$ cat src/rtl/seg_xlate_pkg.sv
package seg_xlate_pkg;

  typedef enum logic [1:0] {
    ACC_FETCH = 2'b00,
    ACC_LOAD  = 2'b01,
    ACC_STORE = 2'b10,
    ACC_RSVD  = 2'b11
  } acc_e;

  typedef enum logic [1:0] {
    CAUSE_NONE    = 2'b00,
    CAUSE_INVALID = 2'b01,
    CAUSE_LIMIT   = 2'b10,
    CAUSE_PERM    = 2'b11
  } cause_e;

  // bit positions inside the three-bit permission mask
  localparam int PERM_X = 0;
  localparam int PERM_R = 1;
  localparam int PERM_W = 2;
  localparam int PERM_BITS = 3;

endpackage

$ cat src/rtl/seg_table.sv
module seg_table #(
  parameter int SEG_W = 3,
  parameter int DAT_W = 16
) (
  input  logic             clk,
  input  logic             rst,
  input  logic             wr_en,
  input  logic [SEG_W-1:0] wr_idx,
  input  logic             wr_valid,
  input  logic [DAT_W-1:0] wr_data,
  input  logic [SEG_W-1:0] rd_idx,
  output logic             rd_valid,
  output logic [DAT_W-1:0] rd_data
);
  localparam int DEPTH = 1 << SEG_W;

  // payload kept without reset so it maps onto distributed RAM
  logic [DAT_W-1:0] mem [DEPTH];
  logic [DEPTH-1:0] vld;

  always_ff @(posedge clk) begin
    if (wr_en) mem[wr_idx] <= wr_data;
  end

  // valid flags need a reset, so each lives in its own flop
  for (genvar g = 0; g < DEPTH; g++) begin : g_vld
    always_ff @(posedge clk) begin
      if (rst)
        vld[g] <= 1'b0;
      else if (wr_en && (wr_idx == SEG_W'(g)))
        vld[g] <= wr_valid;
    end
  end

  // asynchronous read: a write in this cycle lands at the edge, so reads see old data
  assign rd_data  = mem[rd_idx];
  assign rd_valid = vld[rd_idx];

endmodule

$ cat src/rtl/seg_check.sv
module seg_check
  import seg_xlate_pkg::*;
#(
  parameter int OFF_W = 12,
  parameter int PA_W  = 16
) (
  input  logic              ent_valid,
  input  logic [PA_W-1:0]   ent_base,
  input  logic [OFF_W:0]    ent_limit,
  input  logic [PERM_BITS-1:0] ent_perm,
  input  logic [OFF_W-1:0]  off,
  input  logic [1:0]        acc,
  output cause_e            cause,
  output logic [PA_W-1:0]   paddr
);
  logic [PA_W-1:0] off_ext;
  logic            in_bounds;
  logic            allowed;

  // offset widened (or trimmed) to the physical width
  if (PA_W > OFF_W) begin : g_pad
    assign off_ext = {{(PA_W-OFF_W){1'b0}}, off};
  end else begin : g_trim
    assign off_ext = off[PA_W-1:0];
  end

  assign in_bounds = ({1'b0, off} < ent_limit);

  always_comb begin
    unique case (acc_e'(acc))
      ACC_FETCH: allowed = ent_perm[PERM_X];
      ACC_LOAD:  allowed = ent_perm[PERM_R];
      ACC_STORE: allowed = ent_perm[PERM_W];
      default:   allowed = 1'b0;
    endcase
  end

  // priority: missing entry, then bound, then rights
  always_comb begin
    if (!ent_valid)      cause = CAUSE_INVALID;
    else if (!in_bounds) cause = CAUSE_LIMIT;
    else if (!allowed)   cause = CAUSE_PERM;
    else                 cause = CAUSE_NONE;
  end

  assign paddr = (cause == CAUSE_NONE) ? (ent_base + off_ext) : '0;

endmodule

$ cat src/rtl/seg_xlate.sv
module seg_xlate
  import seg_xlate_pkg::*;
#(
  parameter int SEG_W = 3,
  parameter int OFF_W = 12,
  parameter int PA_W  = 16
) (
  input  logic             clk,
  input  logic             rst,
  input  logic             req_valid,
  input  logic [SEG_W-1:0] req_seg,
  input  logic [OFF_W-1:0] req_off,
  input  logic [1:0]       req_acc,
  output logic             rsp_valid,
  output logic [PA_W-1:0]  rsp_paddr,
  output logic             rsp_fault,
  output logic [1:0]       rsp_cause,
  input  logic             wr_en,
  input  logic [SEG_W-1:0] wr_seg,
  input  logic             wr_valid,
  input  logic [PA_W-1:0]  wr_base,
  input  logic [OFF_W:0]   wr_limit,
  input  logic [2:0]       wr_perm
);
  localparam int LIM_W = OFF_W + 1;
  localparam int ENT_W = PA_W + LIM_W + PERM_BITS;

  logic [ENT_W-1:0]     ent_rd;
  logic                 ent_vld;
  logic [PA_W-1:0]      ent_base;
  logic [LIM_W-1:0]     ent_limit;
  logic [PERM_BITS-1:0] ent_perm;
  cause_e               cause_c;
  logic [PA_W-1:0]      paddr_c;

  seg_table #(
    .SEG_W (SEG_W),
    .DAT_W (ENT_W)
  ) table_i (
    .clk      (clk),
    .rst      (rst),
    .wr_en    (wr_en),
    .wr_idx   (wr_seg),
    .wr_valid (wr_valid),
    .wr_data  ({wr_base, wr_limit, wr_perm}),
    .rd_idx   (req_seg),
    .rd_valid (ent_vld),
    .rd_data  (ent_rd)
  );

  assign {ent_base, ent_limit, ent_perm} = ent_rd;

  seg_check #(
    .OFF_W (OFF_W),
    .PA_W  (PA_W)
  ) check_i (
    .ent_valid (ent_vld),
    .ent_base  (ent_base),
    .ent_limit (ent_limit),
    .ent_perm  (ent_perm),
    .off       (req_off),
    .acc       (req_acc),
    .cause     (cause_c),
    .paddr     (paddr_c)
  );

  // single output stage; idle cycles leave every field at zero
  always_ff @(posedge clk) begin
    if (rst) begin
      rsp_valid <= 1'b0;
      rsp_paddr <= '0;
      rsp_fault <= 1'b0;
      rsp_cause <= CAUSE_NONE;
    end else begin
      rsp_valid <= req_valid;
      rsp_paddr <= req_valid ? paddr_c : '0;
      rsp_fault <= req_valid && (cause_c != CAUSE_NONE);
      rsp_cause <= req_valid ? cause_c : CAUSE_NONE;
    end
  end

endmodule

$ cat config.mk
export PLATFORM = sky130hd
export DESIGN_NAME = seg_xlate
export DESIGN_NICKNAME = d
export VERILOG_FILES = /design/src/rtl/seg_xlate_pkg.sv /design/src/rtl/seg_table.sv /design/src/rtl/seg_check.sv /design/src/rtl/seg_xlate.sv
export SDC_FILE = /design/constraint.sdc
export NUM_CORES = 1
export LEC_CHECK = 0
export ABC_AREA = 1
export CORE_UTILIZATION = 55
export DETAILED_ROUTE_END_ITERATION = 10
export GPL_TIMING_DRIVEN = 0
export PLACE_DENSITY_LB_ADDON = 0.15
export SETUP_SLACK_MARGIN = 0.05
export SLEW_MARGIN = 20
export SYNTH_ARGS = -nofsm -noshare
export SYNTH_HDL_FRONTEND = slang
export SYNTH_SLANG_ARGS = --single-unit
export TNS_END_PERCENT = 30
$ cat constraint.sdc
create_clock -name clk -period 5.7 [get_ports clk]
set_clock_uncertainty 0.1 [all_clocks]
set_input_delay 0.855 -clock clk [delete_from_list [all_inputs] [get_ports clk]]
set_output_delay 0.855 -clock clk [all_outputs]
set_load 0.05 [all_outputs]
==> impl_metrics.yaml <==
sta:
  tightestPinTransition_ns: 0.6866
  fin_tns_setup_ns: 0
  hold_viol_final: 0
  setup_viol: 0
  grt_setup_unrepaired: "false"
  maxSlewHeadroom_pct: 54.23
  min_period_over_period_pct: 80.59
  period_minus_slack_ns: 4.594
  fmax_mhz: 217.7
  drv_slew: 0
drt:
  ant_nets: 0
  dr.pass1.iters: 5
  drc_errors: 0
  vias: 8294
  viasPerCell: 5.669
  detail_route.wirelength_mm: 29.28
  drt-initial-drc-count: 789
  avgRoutedWirePerCell_um: 20.02
status:
  status: "finished clean"
pwr:
  p_comb_share_pct: 9.9
  clkPwrFrac_pct: 41.4
  internal_power_mw: 3.717
  power.share.switching_pct: 23.06
  ir_worst_vdd_mv: 0.2649
  powerDensity_mw_per_mm2: 336.9
  p_switching_mw: 1.114
  leakage_nw: 5.265
  power_frac_seq_pct: 48.7
clock_tree:
  htree_levels: 1
  cts_resized: 0
  post-cts-setup-buffers: 0
  cts.sink_count: 284
  cts_tree: "yes"
  cts_buffer_depth: 3
  clock-root-buffer: "clkbuf_16"
  clock_latency_ns: 0.56
  postCtsHoldBufs: 0
  cts_inserted_buffers: 30
  clk_pin_slew_ns: 0.06
run:
  maxCapViolations: 0
setup_path:
  endpoint_kind: "register"
  arrival_ns: 4.94
  crit_slowest_cell: "clkdlybuf4s50_1"
  cp_top_family: "buffers and inverters"
  path_cells: "clkdlybuf4s50_1 > inv_2 > buf_2 > buf_2 > clkbuf_1 > o21ai_0 > o22ai_1 > nor2_1 > a31oi_1 > ha_1 > inv_1 > fa_1 > inv_1 > nand3_1 > nand2_1 > nand3_1 > nand4_1 > nand2_1 > nand2_1 > nand2_1 > inv_1 > nor2_2"
  critPathBufInv: 8
  crit_type: "input pin to register"
  crit_top_cell: "nand2_1"
  crit_fanout: 10
  start_kind: "input pin"
  crit_required_ns: 6.05
  max_stage_delay_ns: 0.47
synth:
  synth.cells.most_frequent: "edfxtp_1, nor2_1, nand2_1"
  synthCells: 1050
  ys_ff_latch: 284
  ys_warn_count: 0
  synth_top_area_share_pct: 64.12
  ys_seq_area_share_pct: 68.80
  synth_largest_area_cell: "edfxtp_1"
  yosysUniqueCellTypes: 35
  avgSynthCellArea_um2: 11.42
  synth_most_common_cell: "edfxtp_1"
  synthesis.nets: 1131
  synth_area_leaders: "edfxtp_1, nor2_1, o21ai_0"
  async_flop_share_pct: 0
  synth-edff-count: 256
  syn_area_mm2: 0.01199
  synthFlopType: "edfxtp_1"
finish:
  diodes: 0
  final_nets: 1245
  drive_above_1_share_pct: 9.596
  syn_to_final_growth_pct: 19.62
  ff_latch_area_mm2: 0.008248
  finalInstanceArea_mm2: 0.01434
  multi_input_area_mm2: 0.003229
  fillers: 1595
min_path:
  hp-class: "register to register"
floorplanning:
  die_h_um: 149.6
  rows: 53
  die_width_um: 149.6
  core-area_mm2: 0.02122
  ios: 77
  fp.dieArea_mm2: 0.02239
  start_util_pct: 56.50
grt:
  grt_max_degree: 23
  grt_pass1_wl_mm: 44.22
  overflow: 0
  track_usage_pct: 26.67
  antenna_found_initial: 0
  grt_pass1_vias: 7918
placement:
  dpl_cell_area_mm2: 0.01331
  io_buffers: 73
  dp_hpwl_mm: 19.13
  gp_congestion: 0.8767
-- final timing paths --
check,cells past startpoint,end,startpoint,slack (ns)
min reg2reg,2,table_i.vld[2]$_SDFFE_PP0P_,table_i.vld[2]$_SDFFE_PP0P_,0.38
max,22,rsp_paddr[14]$_SDFF_PP0_,req_seg[1],1.11
max reg2reg,17,rsp_paddr[14]$_SDFF_PP0_,table_i.mem[6][16]$_DFFE_PP_,2.74
min,2,table_i.vld[2]$_SDFFE_PP0P_,table_i.vld[2]$_SDFFE_PP0P_,0.38
-- flip-flops by register name, summed over array words and instances (netlist names) --
register and count:
rsp_valid 1, table_i.mem 256, rsp_cause 2, table_i.vld 8, rsp_fault 1, rsp_paddr 16
-- placed cells by master, fill, tap and decap left out, types with 2 or more instances in the layout --
| master | synthesis | final |
|---|---|---|
| nor2_2 | 11 | 11 |
| buf_6 | 7 | 7 |
| clkbuf_8 | 0 | 3 |
| edfxtp_1 | 256 | 256 |
| buf_4 | 4 | 4 |
| inv_4 | 1 | 2 |
| o21ai_1 | 9 | 9 |
| buf_12 | 0 | 7 |
| clkinv_2 | 0 | 6 |
| buf_2 | 20 | 20 |
| xor2_1 | 7 | 7 |
| a21oi_1 | 23 | 23 |
| clkdlybuf4s50_1 | 0 | 73 |
| buf_1 | 4 | 4 |
| xnor2_1 | 4 | 4 |
| bufinv_16 | 0 | 4 |
| nand3_1 | 54 | 54 |
| nand4_1 | 4 | 4 |
| clkinvlp_4 | 0 | 2 |
| nand2_1 | 137 | 137 |
| nor2_4 | 0 | 8 |
| a31oi_1 | 12 | 12 |
| clkbuf_1 | 17 | 22 |
| dfxtp_1 | 28 | 28 |
| o21ai_0 | 120 | 120 |
| o22ai_1 | 25 | 25 |
| inv_1 | 73 | 73 |
| clkbuf_16 | 0 | 31 |
| ha_1 | 23 | 23 |
| clkinv_1 | 0 | 3 |
| nor2_1 | 188 | 180 |
| o221ai_1 | 11 | 11 |
-- cell families (layout without fill, tap and decap cells) --
| group | count (synthesis) | count (layout) | synth area share, % |
|---|---|---|---|
| DFF | 284 | 284 | 68.80 |
| buffers and inverters | 127 | 265 | 4.769 |
| xor gates and xnor gates | 11 | 11 | 0.8036 |
| AOI/OAI and AO/OA | 205 | 205 | 9.445 |
| adders and majority gates | 24 | 24 | 2.567 |
| and+or+nand+nor | 399 | 399 | 13.62 |
-- worst reg2reg max path: stages, from the launching register on --
cell and delay (ns):
edfxtp_1 0.32, o21ai_0 0.08, o22ai_1 0.22, nor2_1 0.06, a31oi_1 0.40, ha_1 0.30
inv_1 0.07, fa_1 0.43, inv_1 0.11, nand3_1 0.08, nand2_1 0.14, nand3_1 0.10
nand4_1 0.18, nand2_1 0.08, nand2_1 0.06, nand2_1 0.04, inv_1 0.06, nor2_2 0.04
-- through the flow --
step / setup WS (ns) / power (mW) / cells / hold WS, ns / utilization [%]
floorplan: 2.217 / 2.681 / 1050 / 0.3464 / -
global placement: 0.7264 / 2.850 / 1398 / 0.3549 / 61.56
detailed placement: 0.6487 / 2.868 / 1407 / 0.3700 / 62.71
CTS: 1.211 / 4.850 / 1463 / 0.3776 / 67.58
global route: 0.9327 / 4.971 / 1463 / 0.3948 / 67.58
finish: 1.106 / 4.831 / 1463 / 0.3788 / 67.58
-- layout make-up --
class	count	share of cell area, %
plain buffers	52	2.007
clock buffers	39	5.828
clock inverters	17	1.387
inverters	75	1.980
multi-input cells	639	22.52
flip-flops and latches	284	57.51
well taps	275	2.399
repair buffers	82	6.369
-- routing by layer --
metal	track usage, %	share of wire (%)	vias up
li1	-	-	3924
met1	35.66	41	3935
met2	44.24	48	372
met3	3.445	7.3	63
met4	10.82	3.4	0
met5	0	0	-
-- power groups by stage --
stage	clock (mW)	sequential [mW]	combinational, mW
floorplan	0	2.41	0.273
global placement	0	2.40	0.453
detailed placement	0	2.39	0.473
CTS	2.02	2.35	0.477
global route	2.09	2.36	0.525
finish	2.00	2.35	0.479
Power figures use the tool's default switching activity.
